[config.mk]
export PLATFORM = sky130hd
export DESIGN_NAME = burst_addr_gen
export DESIGN_NICKNAME = d
export VERILOG_FILES = /design/src/rtl/burst_pkg.sv /design/src/rtl/burst_base_reg.sv /design/src/rtl/burst_beat_cnt.sv /design/src/rtl/burst_offset_map.sv /design/src/rtl/burst_addr_gen.sv
export SDC_FILE = /design/constraint.sdc
export NUM_CORES = 1
export LEC_CHECK = 0
export BUFFER_PORTS_ARGS = -buffer_cell sky130_fd_sc_hd__buf_2
export CAP_MARGIN = 10
export CORE_MARGIN = 2
export CORE_UTILIZATION = 39
export DETAILED_ROUTE_END_ITERATION = 16
export PLACE_DENSITY = 0.72
export SYNTH_ARGS = -nofsm -noshare
export SYNTH_HDL_FRONTEND = slang
export SYNTH_SLANG_ARGS = --single-unit
[constraint.sdc]
create_clock -name clk -period 1 [get_ports clk]
set_clock_uncertainty 0.1 [all_clocks]
set_input_delay 0.05 -clock clk [delete_from_list [all_inputs] [get_ports clk]]
set_output_delay 0.05 -clock clk [all_outputs]
set_load 0.05 [all_outputs]
[src/rtl/burst_pkg.sv]
package burst_pkg;

    // Beat counter width: a burst covers 2**BEAT_W word locations.
    localparam int BEAT_W   = 2;
    localparam int BURST_LEN = 1 << BEAT_W;

    typedef logic [BEAT_W-1:0] beat_t;

    typedef enum logic {
        ORDER_LINEAR     = 1'b0,
        ORDER_INTERLEAVE = 1'b1
    } order_e;

    // Per-cycle control decoded from the strobes.
    typedef struct packed {
        logic load;   // capture a new start address
        logic step;   // move to next beat
    } burst_ctl_t;

    function automatic beat_t linear_offset(beat_t start, beat_t beat);
        return beat_t'(start + beat);
    endfunction

    function automatic burst_ctl_t decode_ctl(logic sa, logic sb, logic adv);
        burst_ctl_t c;
        c.load = sa | sb;
        c.step = adv & ~(sa | sb);
        return c;
    endfunction

endpackage

[src/rtl/burst_base_reg.sv]
module burst_base_reg
    import burst_pkg::*;
#(
    parameter int ADDR_W = 16
) (
    input  logic                     clk,
    input  logic                     rst,
    input  logic                     load,
    input  logic [ADDR_W-1:0]        addr_in,
    output logic [ADDR_W-BEAT_W-1:0] base_hi,
    output beat_t                    base_lo
);
    localparam int HI_W = ADDR_W - BEAT_W;

    logic [HI_W-1:0] hi_q;
    beat_t           lo_q;

    always_ff @(posedge clk) begin
        if (rst) begin
            hi_q <= '0;
            lo_q <= '0;
        end else if (load) begin
            hi_q <= addr_in[ADDR_W-1:BEAT_W];
            lo_q <= addr_in[BEAT_W-1:0];
        end
    end

    assign base_hi = hi_q;
    assign base_lo = lo_q;

endmodule

[src/rtl/burst_beat_cnt.sv]
module burst_beat_cnt
    import burst_pkg::*;
(
    input  logic  clk,
    input  logic  rst,
    input  logic  clear,
    input  logic  step,
    output beat_t beat
);
    beat_t cnt_q;

    always_ff @(posedge clk) begin
        if (rst || clear) begin
            cnt_q <= '0;
        end else if (step) begin
            cnt_q <= beat_t'(cnt_q + 1'b1);   // wraps after the last beat
        end
    end

    assign beat = cnt_q;

endmodule

[src/rtl/burst_offset_map.sv]
module burst_offset_map
    import burst_pkg::*;
(
    input  beat_t  start,
    input  beat_t  beat,
    input  order_e order,
    output beat_t  offset
);
    beat_t ilv;
    beat_t lin;

    // Interleaved order: each offset bit is the start bit flipped by the beat bit.
    for (genvar b = 0; b < BEAT_W; b++) begin : g_ilv_bit
        assign ilv[b] = start[b] ^ beat[b];
    end

    assign lin = linear_offset(start, beat);

    always_comb begin
        unique case (order)
            ORDER_LINEAR:     offset = lin;
            ORDER_INTERLEAVE: offset = ilv;
            default:          offset = lin;
        endcase
    end

endmodule

[src/rtl/burst_addr_gen.sv]
module burst_addr_gen
    import burst_pkg::*;
#(
    parameter int ADDR_W = 16
) (
    input  logic              clk,
    input  logic              rst,
    input  logic              start_a,
    input  logic              start_b,
    input  logic              advance,
    input  logic              order_sel,
    input  logic [ADDR_W-1:0] addr_in,
    output logic [ADDR_W-1:0] addr_out
);
    localparam int HI_W = ADDR_W - BEAT_W;

    burst_ctl_t      ctl;
    logic [HI_W-1:0] base_hi;
    beat_t           base_lo;
    beat_t           beat;
    beat_t           offset;
    order_e          order;

    assign ctl   = decode_ctl(start_a, start_b, advance);
    assign order = order_e'(order_sel);

    burst_base_reg #(.ADDR_W(ADDR_W)) u_base (
        .clk     (clk),
        .rst     (rst),
        .load    (ctl.load),
        .addr_in (addr_in),
        .base_hi (base_hi),
        .base_lo (base_lo)
    );

    burst_beat_cnt u_cnt (
        .clk   (clk),
        .rst   (rst),
        .clear (ctl.load),
        .step  (ctl.step),
        .beat  (beat)
    );

    burst_offset_map u_map (
        .start  (base_lo),
        .beat   (beat),
        .order  (order),
        .offset (offset)
    );

    assign addr_out = {base_hi, offset};

endmodule

==> impl_table.tex, run 1 <==
\begin{tabular}{lr}
\hline
Metric & Value \\
\hline
\multicolumn{2}{l}{\textbf{Yosys}} \\
Post-synthesis adder-cell area fraction & 0.0162 \\
Multiplexer area fraction after synthesis & 0 \\
Number of nets produced by synthesis & 106 \\
Flops \& latches, synth & 18 \\
Avg Cell Area, Syn & 9.30 sq um \\
Netlist cell types & 16 \\
Post-Synthesis Cells & 83 \\
Yosys warnings & 0 \\
Register area share after synthesis & 0.467 \\
Area of the mapped netlist & 772 sq um \\
Synthesized-area fraction occupied by xor and xnor cells & 0.0340 \\
Combinational family with the most area after synthesis & compound AO/OA/AOI/OAI gates \\
Fraction of the mapped netlist area in simple logic gates & 0.207 \\
Synthesized-area fraction occupied by ao, oa, aoi and oai cells & 0.232 \\
\multicolumn{2}{l}{\textbf{Pwr}} \\
Total net switching power & 534 uW \\
Total power density per cell area & 1090 mW/mm\^{}2 \\
Clock group share of total power & 0.219 \\
Switching share of power & 0.321 \\
Cell internal power dissipation & 1130 uW \\
Worst vdd ir & 0.000997 V \\
Part of the total power dissipated in sequential elements & 0.467 \\
Part of the total power dissipated in combinational logic & 0.314 \\
Static Leak & 0.000583 uW \\
\multicolumn{2}{l}{\textbf{Critical path}} \\
Endpoint required time on the critical path & 850 ps \\
Crit path capture type & output port \\
Highest fanout seen on the critical path & 2 \\
Endpoint arrival time on the critical path & 1260 ps \\
Type of the worst setup path & flop to output port \\
Launching element type of the critical path & flop \\
\multicolumn{2}{l}{\textbf{STA}} \\
Worst path setup slack after routing & -413 ps \\
Setup repair after global routing missed its margin & yes \\
Slew at the pin closest to its max-slew limit & 530 ps \\
Final total negative setup slack & -1310 ps \\
Final count of hold timing violations & 0 \\
Final Slew Violations & 0 \\
Relative slew slack & 0.646 \\
Count of endpoints failing setup in the final report & 10 \\
Achievable clock frequency & 708 MHz \\
Time the final worst path needs with I/O delays and setup & 1410 ps \\
Post-route fraction of the period consumed by the critical path & 1.41 \\
\multicolumn{2}{l}{\textbf{Cells and area}} \\
Final standard cell count with taps included and fillers excluded & 168 \\
Final cell utilization of the core & 0.790 \\
Most common cell after layout, fill and taps aside & sky130\_fd\_sc\_hd\_\_buf\_2 \\
Final standard cell area without fillers & 0.00152 sq mm \\
Total inserted antenna cells & 0 \\
Layout Area Growth over Synthesis & 96.8\% \\
Filler cells & 135 \\
Number of nets at the end of the flow & 165 \\
Commonest cells after routing, fill and taps aside & 21 x sky130\_fd\_sc\_hd\_\_buf\_2, 19 x sky130\_fd\_sc\_hd\_\_dlygate4sd3\_1, 17 x sky130\_fd\_sc\_hd\_\_buf\_6 \\
Share of cells above drive strength 1 & 0.610 \\
\multicolumn{2}{l}{\textbf{Drt}} \\
Routed wire length & 2.45 mm \\
Antenna Violating Nets Remaining & 0 \\
Via Count & 834 \\
Iteration-0 DRC count of the detailed router & 5 \\
Number of design rule violations left after detail routing & 0 \\
Routed wire per std cell & 14.6 um \\
Number of iterations in the first detailed-routing pass & 3 \\
Via density per instance & 4.96 \\
\multicolumn{2}{l}{\textbf{Job}} \\
Maximum Capacitance Violations & 0 \\
\multicolumn{2}{l}{\textbf{Clock network}} \\
Total CTS buffers & 3 \\
CTS tree & yes \\
Clock edge transition at the registers on the reported setup and hold paths & 100 ps \\
Max clock buf depth & 2 \\
Clock sink count & 18 \\
Root Driver & sky130\_fd\_sc\_hd\_\_clkbuf\_4 \\
Clock H-tree levels & 1 \\
Clock insertion delay at the later pin of the skew report & 280 ps \\
\multicolumn{2}{l}{\textbf{GRT}} \\
Initial antenna violation count & 0 \\
Global-route wire length before repair & 3.55 mm \\
GRT Overall Usage & 0.191 \\
Vias in the first global route & 795 \\
Pin count of the biggest net entering global routing & 35 \\
Remaining Overflow, GRT & 0 \\
\multicolumn{2}{l}{\textbf{Floorplan}} \\
Initial standard-cell utilization of the core & 0.402 \\
Die area & 0.00235 sq mm \\
Top Ports & 38 \\
Horizontal die dimension & 48.5 um \\
Die outline height & 48.5 um \\
Area inside the core boundary & 0.00192 sq mm \\
Number of rows in the core area & 16 \\
\multicolumn{2}{l}{\textbf{Hold path}} \\
Classification of the worst-slack hold path & input port to flop \\
\multicolumn{2}{l}{\textbf{Place}} \\
Worst setup slack after placement & -214 ps \\
Routability congestion estimate from global placement & 0.689 \\
Count of buffers from port buffering & 37 \\
Number of placed cells counting well taps & 142 \\
Estimated wirelength of the detail-placed design & 1.15 mm \\
Post-place instance area & 0.00107 sq mm \\
\multicolumn{2}{l}{\textbf{Outcome}} \\
Failing checks & negative setup slack \\
Run status & complete, but fails checks \\
\hline
\end{tabular}
## cell type report
| cell class | instances | area, sq um | share of cell area |
|---|---|---|---|
| repair buffers | 62 | 537 | 0.353 |
| multi-input cells | 57 | 505 | 0.333 |
| flip-flops and latches | 18 | 417 | 0.274 |
| well taps | 27 | 33.8 | 0.0222 |
| clock buffers | 3 | 22.5 | 0.0148 |
| clock inverters | 1 | 3.75 | 0.00247 |
## power by group through the flow
stage	Sequential [uW]	Combinational, uW	Clock, uW
after floorplan	904	133	0
after global placement	777	352	0
after detailed placement	778	356	0
after CTS	766	460	383
after global routing	781	554	417
final	775	522	364
## registers in the layout, summed over array words and instances, names as in the netlist
name / flops
u_cnt.beat: 2
u_base.base_lo: 2
u_base.base_hi: 14
## logic make-up after synthesis
group / after synthesis
xor gates and xnor gates: 3
DFF: 18
buffers and inverters: 8
adders and majority gates: 1
and+or+nand+nor: 19
AOI/OAI and AO/OA: 34
## synth_stat cells, drive strengths merged
cell type   n  share of area
or3b       16           0.18
clkbuf      6          0.032
a21bo       1          0.013
a21oi      16           0.10
o21ai      16           0.10
xnor2       3          0.034
ha          1          0.016
buf         2          0.011
a2111oi     1          0.011
nand3b      1         0.0097
dfxtp      18           0.47
nor2b       1         0.0081
nor4        1         0.0081
## metrics by stage
step	hold WS, ps	total power, uW
floorplan	101	1040
global placement	204	1130
detailed placement	208	1130
CTS	157	1610
global route	244	1750
finish	191	1660
## metal layers
metal / vias to the layer above / wire [um] / track usage
met5: - / 0 / 0
met4: 0 / 13 / 0.0571
met3: 2 / 67 / 0.0309
met2: 16 / 1360 / 0.352
met1: 398 / 1010 / 0.227
li1: 418 / - / -
## worst max-delay path: stages (launching register included)
cell	delay, ps
sky130_fd_sc_hd__dfxtp_2	370
sky130_fd_sc_hd__ha_4	120
sky130_fd_sc_hd__nor2b_4	190
sky130_fd_sc_hd__xnor2_4	130
sky130_fd_sc_hd__buf_6	170
## final timing paths
path | slack (ps) | end | depth (start not counted) | start
setup / recovery | -410 | addr_out[1] | 4 | u_cnt.beat[0]
hold / removal | 190 | u_cnt.beat[1] | 2 | start_a
setup reg to reg | -370 | u_cnt.beat[1] | 5 | u_cnt.beat[0]
hold reg to reg | 490 | u_base.base_lo[1] | 2 | u_base.base_lo[1]
## what timing repair did
action,in CTS,in global routing
pin swaps,2,3
hold endpoints to repair,18,0
resized for setup,25,33
hold buffers,20,0
setup buffers,1,1
gates cloned,0,0
endpoints found under the setup margin,17,34
Note: power is estimated with default switching activity, not from simulation.
==> run 2: changes to the inputs <==
--- a/config.mk
+++ b/config.mk
@@ -11,6 +11,7 @@
 export CORE_UTILIZATION = 39
 export DETAILED_ROUTE_END_ITERATION = 16
 export PLACE_DENSITY = 0.72
+export SKIP_LAST_GASP = 1
 export SYNTH_ARGS = -nofsm -noshare
 export SYNTH_HDL_FRONTEND = slang
 export SYNTH_SLANG_ARGS = --single-unit
==> constraint.sdc (replaced) <==
create_clock -name clk -period 1 [get_ports clk]
set_clock_uncertainty 0.1 [all_clocks]
set_input_delay 0.15 -clock clk [delete_from_list [all_inputs] [get_ports clk]]
set_output_delay 0.15 -clock clk [all_outputs]
set_load 0.05 [all_outputs]
==> impl_table.tex, run 2 (synthesis gave the netlist of run 1 again) <==
\begin{tabular}{lr}
\hline
Metric & Value \\
\hline
\multicolumn{2}{l}{\textbf{Hold path}} \\
Classification of the worst-slack hold path & input port to flop \\
\multicolumn{2}{l}{\textbf{STA}} \\
Final count of hold timing violations & 0 (unchanged) \\
Achievable clock frequency & 673 MHz (-4.9\%) \\
Slew at the pin closest to its max-slew limit & 523 ps (-7.17 ps) \\
Relative slew slack & 0.651 (+0.00478) \\
Time the final worst path needs with I/O delays and setup & 1490 ps (+72.4 ps) \\
Setup repair after global routing missed its margin & yes \\
Post-route fraction of the period consumed by the critical path & 1.49 (+0.0724) \\
Final Slew Violations & 0 (unchanged) \\
Count of endpoints failing setup in the final report & 26 (+16) \\
Worst path setup slack after routing & -485 ps (-72.4 ps) \\
\multicolumn{2}{l}{\textbf{Place}} \\
Estimated wirelength of the detail-placed design & 1.15 mm (+0.23\%) \\
Count of buffers from port buffering & 37 (unchanged) \\
Routability congestion estimate from global placement & 0.728 (+5.7\%) \\
Number of placed cells counting well taps & 143 (+0.70\%) \\
Post-place instance area & 0.00109 sq mm (+1.6\%) \\
\multicolumn{2}{l}{\textbf{Critical path}} \\
Crit-path slowest cell & sky130\_fd\_sc\_hd\_\_dfxtp\_2 \\
List of cells traversed by the critical path & ha\_4, nor2b\_4, xnor2\_4, buf\_6 \\
Endpoint arrival time on the critical path & 1240 ps (-20 ps) \\
CP delay by family, top & flip-flops \\
Type of the worst setup path & flop to output port \\
Highest fanout seen on the critical path & 2 (unchanged) \\
Buf+Inv Stages, Crit Path & 1 (unchanged) \\
Endpoint required time on the critical path & 750 ps (-100 ps) \\
Worst stage delay on the critical path & 360 ps (about the same) \\
Launching element type of the critical path & flop \\
Crit path capture type & output port \\
\multicolumn{2}{l}{\textbf{Cells and area}} \\
Total inserted antenna cells & 0 (unchanged) \\
Layout Area Growth over Synthesis & 78.9\% \\
Flip-flop count of the largest register, all copies and words added & 14 (unchanged) \\
Most common cell after layout, fill and taps aside & sky130\_fd\_sc\_hd\_\_buf\_2 \\
Number of nets at the end of the flow & 148 (-10\%) \\
Final standard cell area without fillers & 0.00138 sq mm (-9.1\%) \\
Commonest cells after routing, fill and taps aside & 21 x sky130\_fd\_sc\_hd\_\_buf\_2, 16 x sky130\_fd\_sc\_hd\_\_o21ai\_0, 15 x sky130\_fd\_sc\_hd\_\_buf\_8 \\
Share of cells above drive strength 1 & 0.677 (+0.0675) \\
Final standard cell count with taps included and fillers excluded & 151 (-10\%) \\
\multicolumn{2}{l}{\textbf{Drt}} \\
Via density per instance & 5.04 (+1.5\%) \\
Iteration-0 DRC count of the detailed router & 1 (-4) \\
Antenna Violating Nets Remaining & 0 (unchanged) \\
Routed wire length & 2.03 mm (-17\%) \\
Via Count & 761 (-8.8\%) \\
Routed wire per std cell & 13.4 um (-7.9\%) \\
Number of iterations in the first detailed-routing pass & 4 (+1) \\
Number of design rule violations left after detail routing & 0 (unchanged) \\
\multicolumn{2}{l}{\textbf{Clock network}} \\
Clock insertion delay at the later pin of the skew report & 290 ps (about the same) \\
Max clock buf depth & 2 (unchanged) \\
CTS tree & yes \\
Clock edge transition at the registers on the reported setup and hold paths & 100 ps (about the same) \\
Clock sink count & 18 (unchanged) \\
Total CTS buffers & 3 (unchanged) \\
Clock H-tree levels & 1 (unchanged) \\
Root Driver & sky130\_fd\_sc\_hd\_\_clkbuf\_4 \\
\multicolumn{2}{l}{\textbf{GRT}} \\
GRT Overall Usage & 0.181 (-0.00943) \\
Initial antenna violation count & 0 (unchanged) \\
Vias in the first global route & 730 (-8.2\%) \\
Remaining Overflow, GRT & 0 (unchanged) \\
Global-route wire length before repair & 3.34 mm (-5.8\%) \\
Pin count of the biggest net entering global routing & 35 (unchanged) \\
\multicolumn{2}{l}{\textbf{Floorplan}} \\
Number of rows in the core area & 16 (unchanged) \\
Top Ports & 38 (unchanged) \\
Horizontal die dimension & 48.5 um (unchanged) \\
Area inside the core boundary & 0.00192 sq mm (unchanged) \\
Initial standard-cell utilization of the core & 0.402 (unchanged) \\
Die area & 0.00235 sq mm (unchanged) \\
Die outline height & 48.5 um (unchanged) \\
\multicolumn{2}{l}{\textbf{Pwr}} \\
Static Leak & 0.000516 uW (-12\%) \\
Total power density per cell area & 1180 mW/mm\^{}2 (+7.7\%) \\
Worst vdd ir & 0.000702 V (-30\%) \\
\multicolumn{2}{l}{\textbf{Outcome}} \\
Failing checks & negative setup slack \\
Run status & complete, but fails checks \\
\multicolumn{2}{l}{\textbf{Job}} \\
Maximum Capacitance Violations & 0 (unchanged) \\
\hline
\end{tabular}
run 2: cell types whose count changed in the layout (fill, tap and decap cells not counted), sizes merged:
cell          previous run  this run
dlymetal6s4s             1         0
dlygate4sd3             19         3
run 2: report_power, final:
part           internal, uW  switching, uW
registers               747           33.7
clock network           145            216
logic                   217            269
total                  1110            518
run 2: path summary, 6_finish.rpt:
check / cells after the start / startpoint / slack [ps] / end
hold reg to reg: 2 / u_base.base_lo[1] / 480 / u_base.base_lo[1]
setup reg to reg: 4 / u_cnt.beat[0] / -230 / u_cnt.beat[1]
setup / recovery: 4 / u_base.base_lo[0] / -490 / addr_out[1]
hold / removal: 3 / addr_in[10] / 10 / u_base.base_hi[8]
run 2: cell type report:
| type | count | area, sq um |
|---|---|---|
| Sequential cell | 18 | 417 |
| Clock buffer | 3 | 22.5 |
| Tap cell | 27 | 33.8 |
| Clock inverter | 1 | 3.75 |
| Fill cell | 157 | 541 |
| Multi-Input combinational cell | 57 | 492 |
| Timing Repair Buffer | 45 | 413 |
run 2: metal layers:
| layer | share of wire | vias to the layer above | global-route usage |
|---|---|---|---|
| li1 | - | 383 | - |
| met1 | 0.43 | 355 | 0.232 |
| met2 | 0.53 | 21 | 0.306 |
| met3 | 0.035 | 2 | 0.0309 |
| met4 | 0.0069 | 0 | 0.0714 |
| met5 | 0 | - | 0 |
run 2: worst min-delay path: cells and delay by family:
family	cells	cell delay [ps]
buffers and inverters	1	90
AOI/OAI and AO/OA	2	120
run 2: timing repair:
item	4_1_cts	5_1_grt
cloned	0	0
setup buffers	1	0
endpoints found under the setup margin	19	34
pin swaps	2	1
hold buffers	3	0
resized for setup	52	14
hold endpoints to repair	3	0
run 2: per-stage QoR:
stage / utilization / setup WS, ps / setup TNS (ps) / hold WS, ps / power [uW]
global placement: 0.567 / -291 / -2310 / 305 / 1130
floorplan: - / -209 / -1020 / 201 / 1040
detailed placement: 0.567 / -307 / -2550 / 311 / 1140
global route: 0.719 / -546 / -2830 / 7.14 / 1710
finish: 0.719 / -485 / -1640 / 10.3 / 1630
CTS: 0.689 / -494 / -1870 / 0.381 / 1620
==> run 3: changes to the inputs <==
==> constraint.sdc (replaced) <==
create_clock -name clk -period 1 [get_ports clk]
set_clock_uncertainty 0.1 [all_clocks]
set_input_delay 0.15 -clock clk [delete_from_list [all_inputs] [get_ports clk]]
set_output_delay 0.15 -clock clk [all_outputs]
set_load 0.005 [all_outputs]
==> impl_table.tex, run 3 (synthesis gave the netlist of run 1 again) <==
\begin{tabular}{lr}
\hline
Metric & Value \\
\hline
\multicolumn{2}{l}{\textbf{Outcome}} \\
Run status & complete, but fails checks \\
Failing checks & negative setup slack \\
\multicolumn{2}{l}{\textbf{Clock network}} \\
Clock H-tree levels & 1 (unchanged) \\
Clock edge transition at the registers on the reported setup and hold paths & 110 ps (about the same) \\
Root Driver & sky130\_fd\_sc\_hd\_\_clkbuf\_4 \\
Clock insertion delay at the later pin of the skew report & 280 ps (about the same) \\
Total CTS buffers & 3 (unchanged) \\
Clock sink count & 18 (unchanged) \\
Max clock buf depth & 2 (unchanged) \\
CTS tree & yes \\
\multicolumn{2}{l}{\textbf{Drt}} \\
Number of iterations in the first detailed-routing pass & 4 (unchanged) \\
Via Count & 759 (-0.26\%) \\
Iteration-0 DRC count of the detailed router & 11 (+10) \\
Number of design rule violations left after detail routing & 0 (unchanged) \\
Via density per instance & 5.06 (+0.40\%) \\
Antenna Violating Nets Remaining & 0 (unchanged) \\
Routed wire per std cell & 13.5 um (+0.82\%) \\
Routed wire length & 2.03 mm (+0.15\%) \\
\multicolumn{2}{l}{\textbf{STA}} \\
Final total negative setup slack & -1190 ps (+449 ps) \\
Time the final worst path needs with I/O delays and setup & 1400 ps (-87.5 ps) \\
Post-route fraction of the period consumed by the critical path & 1.40 (-0.0875) \\
Final Slew Violations & 0 (unchanged) \\
Achievable clock frequency & 715 MHz (+6.3\%) \\
Final count of hold timing violations & 0 (unchanged) \\
Final worst hold slack & 2.48 ps (-7.84 ps) \\
Count of endpoints failing setup in the final report & 6 (-77\%) \\
Slew at the pin closest to its max-slew limit & 520 ps (-3.18 ps) \\
Worst path setup slack after routing & -398 ps (+87.5 ps) \\
Setup repair after global routing missed its margin & yes \\
Relative slew slack & 0.653 (+0.00212) \\
\multicolumn{2}{l}{\textbf{Critical path}} \\
Crit-path slowest cell & sky130\_fd\_sc\_hd\_\_dfxtp\_2 \\
List of cells traversed by the critical path & ha\_4, nor2b\_4, xnor2\_1, buf\_2 \\
Endpoint required time on the critical path & 750 ps (about the same) \\
Crit path capture type & output port \\
Highest fanout seen on the critical path & 2 (unchanged) \\
Count of cells along the worst register-to-register path & 4 (unchanged) \\
Endpoint arrival time on the critical path & 1150 ps (-90 ps) \\
Launching element type of the critical path & flop \\
Worst stage delay on the critical path & 350 ps (about the same) \\
Worst flop-to-flop path endpoint & u\_cnt.beat[1] \\
R2r setup slk & -300 ps (-70 ps) \\
Type of the worst setup path & flop to output port \\
Reg2Reg Launch Point & u\_cnt.beat[0] \\
\multicolumn{2}{l}{\textbf{GRT}} \\
GRT Overall Usage & 0.172 (-0.00898) \\
Remaining Overflow, GRT & 0 (unchanged) \\
Vias in the first global route & 696 (-4.7\%) \\
Global-route wire length before repair & 3.15 mm (-5.6\%) \\
Pin count of the biggest net entering global routing & 35 (unchanged) \\
Initial antenna violation count & 0 (unchanged) \\
\multicolumn{2}{l}{\textbf{Pwr}} \\
Part of the total power dissipated in combinational logic & 0.171 (-0.128) \\
Cell internal power dissipation & 1120 uW (+0.85\%) \\
Static Leak & 0.000470 uW (-8.9\%) \\
Part of the total power dissipated in sequential elements & 0.530 (+0.050) \\
Total net switching power & 365 uW (-29\%) \\
Worst vdd ir & 0.000905 V (+29\%) \\
Switching share of power & 0.246 (-0.0722) \\
Total Power & 1480 uW (-8.8\%) \\
Total power density per cell area & 1260 mW/mm\^{}2 (+6.8\%) \\
Clock group share of total power & 0.299 (+0.077) \\
\multicolumn{2}{l}{\textbf{Floorplan}} \\
Die area & 0.00235 sq mm (unchanged) \\
Initial standard-cell utilization of the core & 0.402 (unchanged) \\
Number of rows in the core area & 16 (unchanged) \\
Area inside the core boundary & 0.00192 sq mm (unchanged) \\
Top Ports & 38 (unchanged) \\
Die outline height & 48.5 um (unchanged) \\
Horizontal die dimension & 48.5 um (unchanged) \\
\multicolumn{2}{l}{\textbf{Cells and area}} \\
Total inserted antenna cells & 0 (unchanged) \\
Share of cells above drive strength 1 & 0.659 (-0.0189) \\
Final standard cell count with taps included and fillers excluded & 150 (-0.66\%) \\
Layout Area Growth over Synthesis & 52.8\% \\
Number of nets at the end of the flow & 147 (-0.68\%) \\
Commonest cells after routing, fill and taps aside & 36 x sky130\_fd\_sc\_hd\_\_buf\_2, 17 x sky130\_fd\_sc\_hd\_\_dfxtp\_2, 16 x sky130\_fd\_sc\_hd\_\_o21ai\_0 \\
Most common cell after layout, fill and taps aside & sky130\_fd\_sc\_hd\_\_buf\_2 \\
Flip-flop count of the largest register, all copies and words added & 14 (unchanged) \\
\multicolumn{2}{l}{\textbf{Hold path}} \\
Worst Hold Path Cells & 3 (unchanged) \\
Classification of the worst-slack hold path & input port to flop \\
Worst Min Path Start & addr\_in[8] \\
End of the worst hold path & u\_base.base\_hi[6] \\
\multicolumn{2}{l}{\textbf{Place}} \\
Routability congestion estimate from global placement & 0.649 (-11\%) \\
Worst setup slack after placement & -175 ps (+132 ps) \\
Count of buffers from port buffering & 37 (unchanged) \\
Number of placed cells counting well taps & 140 (-2.1\%) \\
Estimated wirelength of the detail-placed design & 1.13 mm (-2.2\%) \\
\multicolumn{2}{l}{\textbf{Job}} \\
Maximum Capacitance Violations & 0 (unchanged) \\
\hline
\end{tabular}
-- run 3: cell types whose count changed in the layout (fill, tap and decap cells not counted), sizes merged --
cell    previous run  this run
clkinv             1         0
clkbuf             3         4
buf               42        41
-- run 3: power groups by stage --
stage | logic, uW | registers (uW) | clock network [uW]
2_1_floorplan | 101 | 797 | 0
3_3_place_gp | 195 | 793 | 0
3_5_place_dp | 200 | 795 | 0
4_1_cts | 232 | 784 | 451
5_1_grt | 277 | 793 | 494
6_report | 254 | 787 | 443
-- run 3: final cells by class --
cell class / count / area, sq um
timing repair buffer: 44 / 255
clock buffer: 4 / 36.3
fill: 184 / 742
multi-input combinational: 57 / 473
tap: 27 / 33.8
sequential: 18 / 382
-- run 3: worst max path at each step --
stage	startpoint	endpoint	slack, ps	depth (start not counted)
global placement	start_b	u_base.base_hi[0]	-130	3
detailed placement	start_b	u_base.base_hi[10]	-180	3
CTS	u_cnt.beat[0]	addr_out[1]	-420	4
global route	u_cnt.beat[0]	addr_out[1]	-480	4
floorplan	u_cnt.beat[1]	u_cnt.beat[1]	-40	2
finish	u_cnt.beat[0]	addr_out[1]	-400	4
-- run 3: repair_timing --
action,in CTS,in global routing
gates resized for setup,21,14
setup buffers,2,2
hold endpoints to repair,2,1
endpoints found under the setup margin,12,32
hold buffers,2,1
pin swaps,2,6
-- run 3: layer usage --
| metal | track usage | vias up | share of wire |
|---|---|---|---|
| met5 | 0 | - | 0 |
| met4 | 0.0571 | 0 | 0 |
| met3 | 0.0494 | 0 | 0.060 |
| met2 | 0.294 | 27 | 0.49 |
| met1 | 0.209 | 348 | 0.45 |
| li1 | - | 384 | - |
-- run 3: metrics by stage --
stage | area [sq um] | util
floorplan | 787 | -
global placement | 980 | 0.510
detailed placement | 980 | 0.510
CTS | 1130 | 0.587
global route | 1180 | 0.614
finish | 1180 | 0.614
-- run 3: critical path: cells and delay by family, from the launching register on --
family | cells | cell delay [ps]
flip-flops | 1 | 350
adder cells (fa/ha/maj) | 1 | 150
buffers and inverters | 1 | 130
XOR/XNOR | 1 | 120
AND/OR/NAND/NOR | 1 | 110
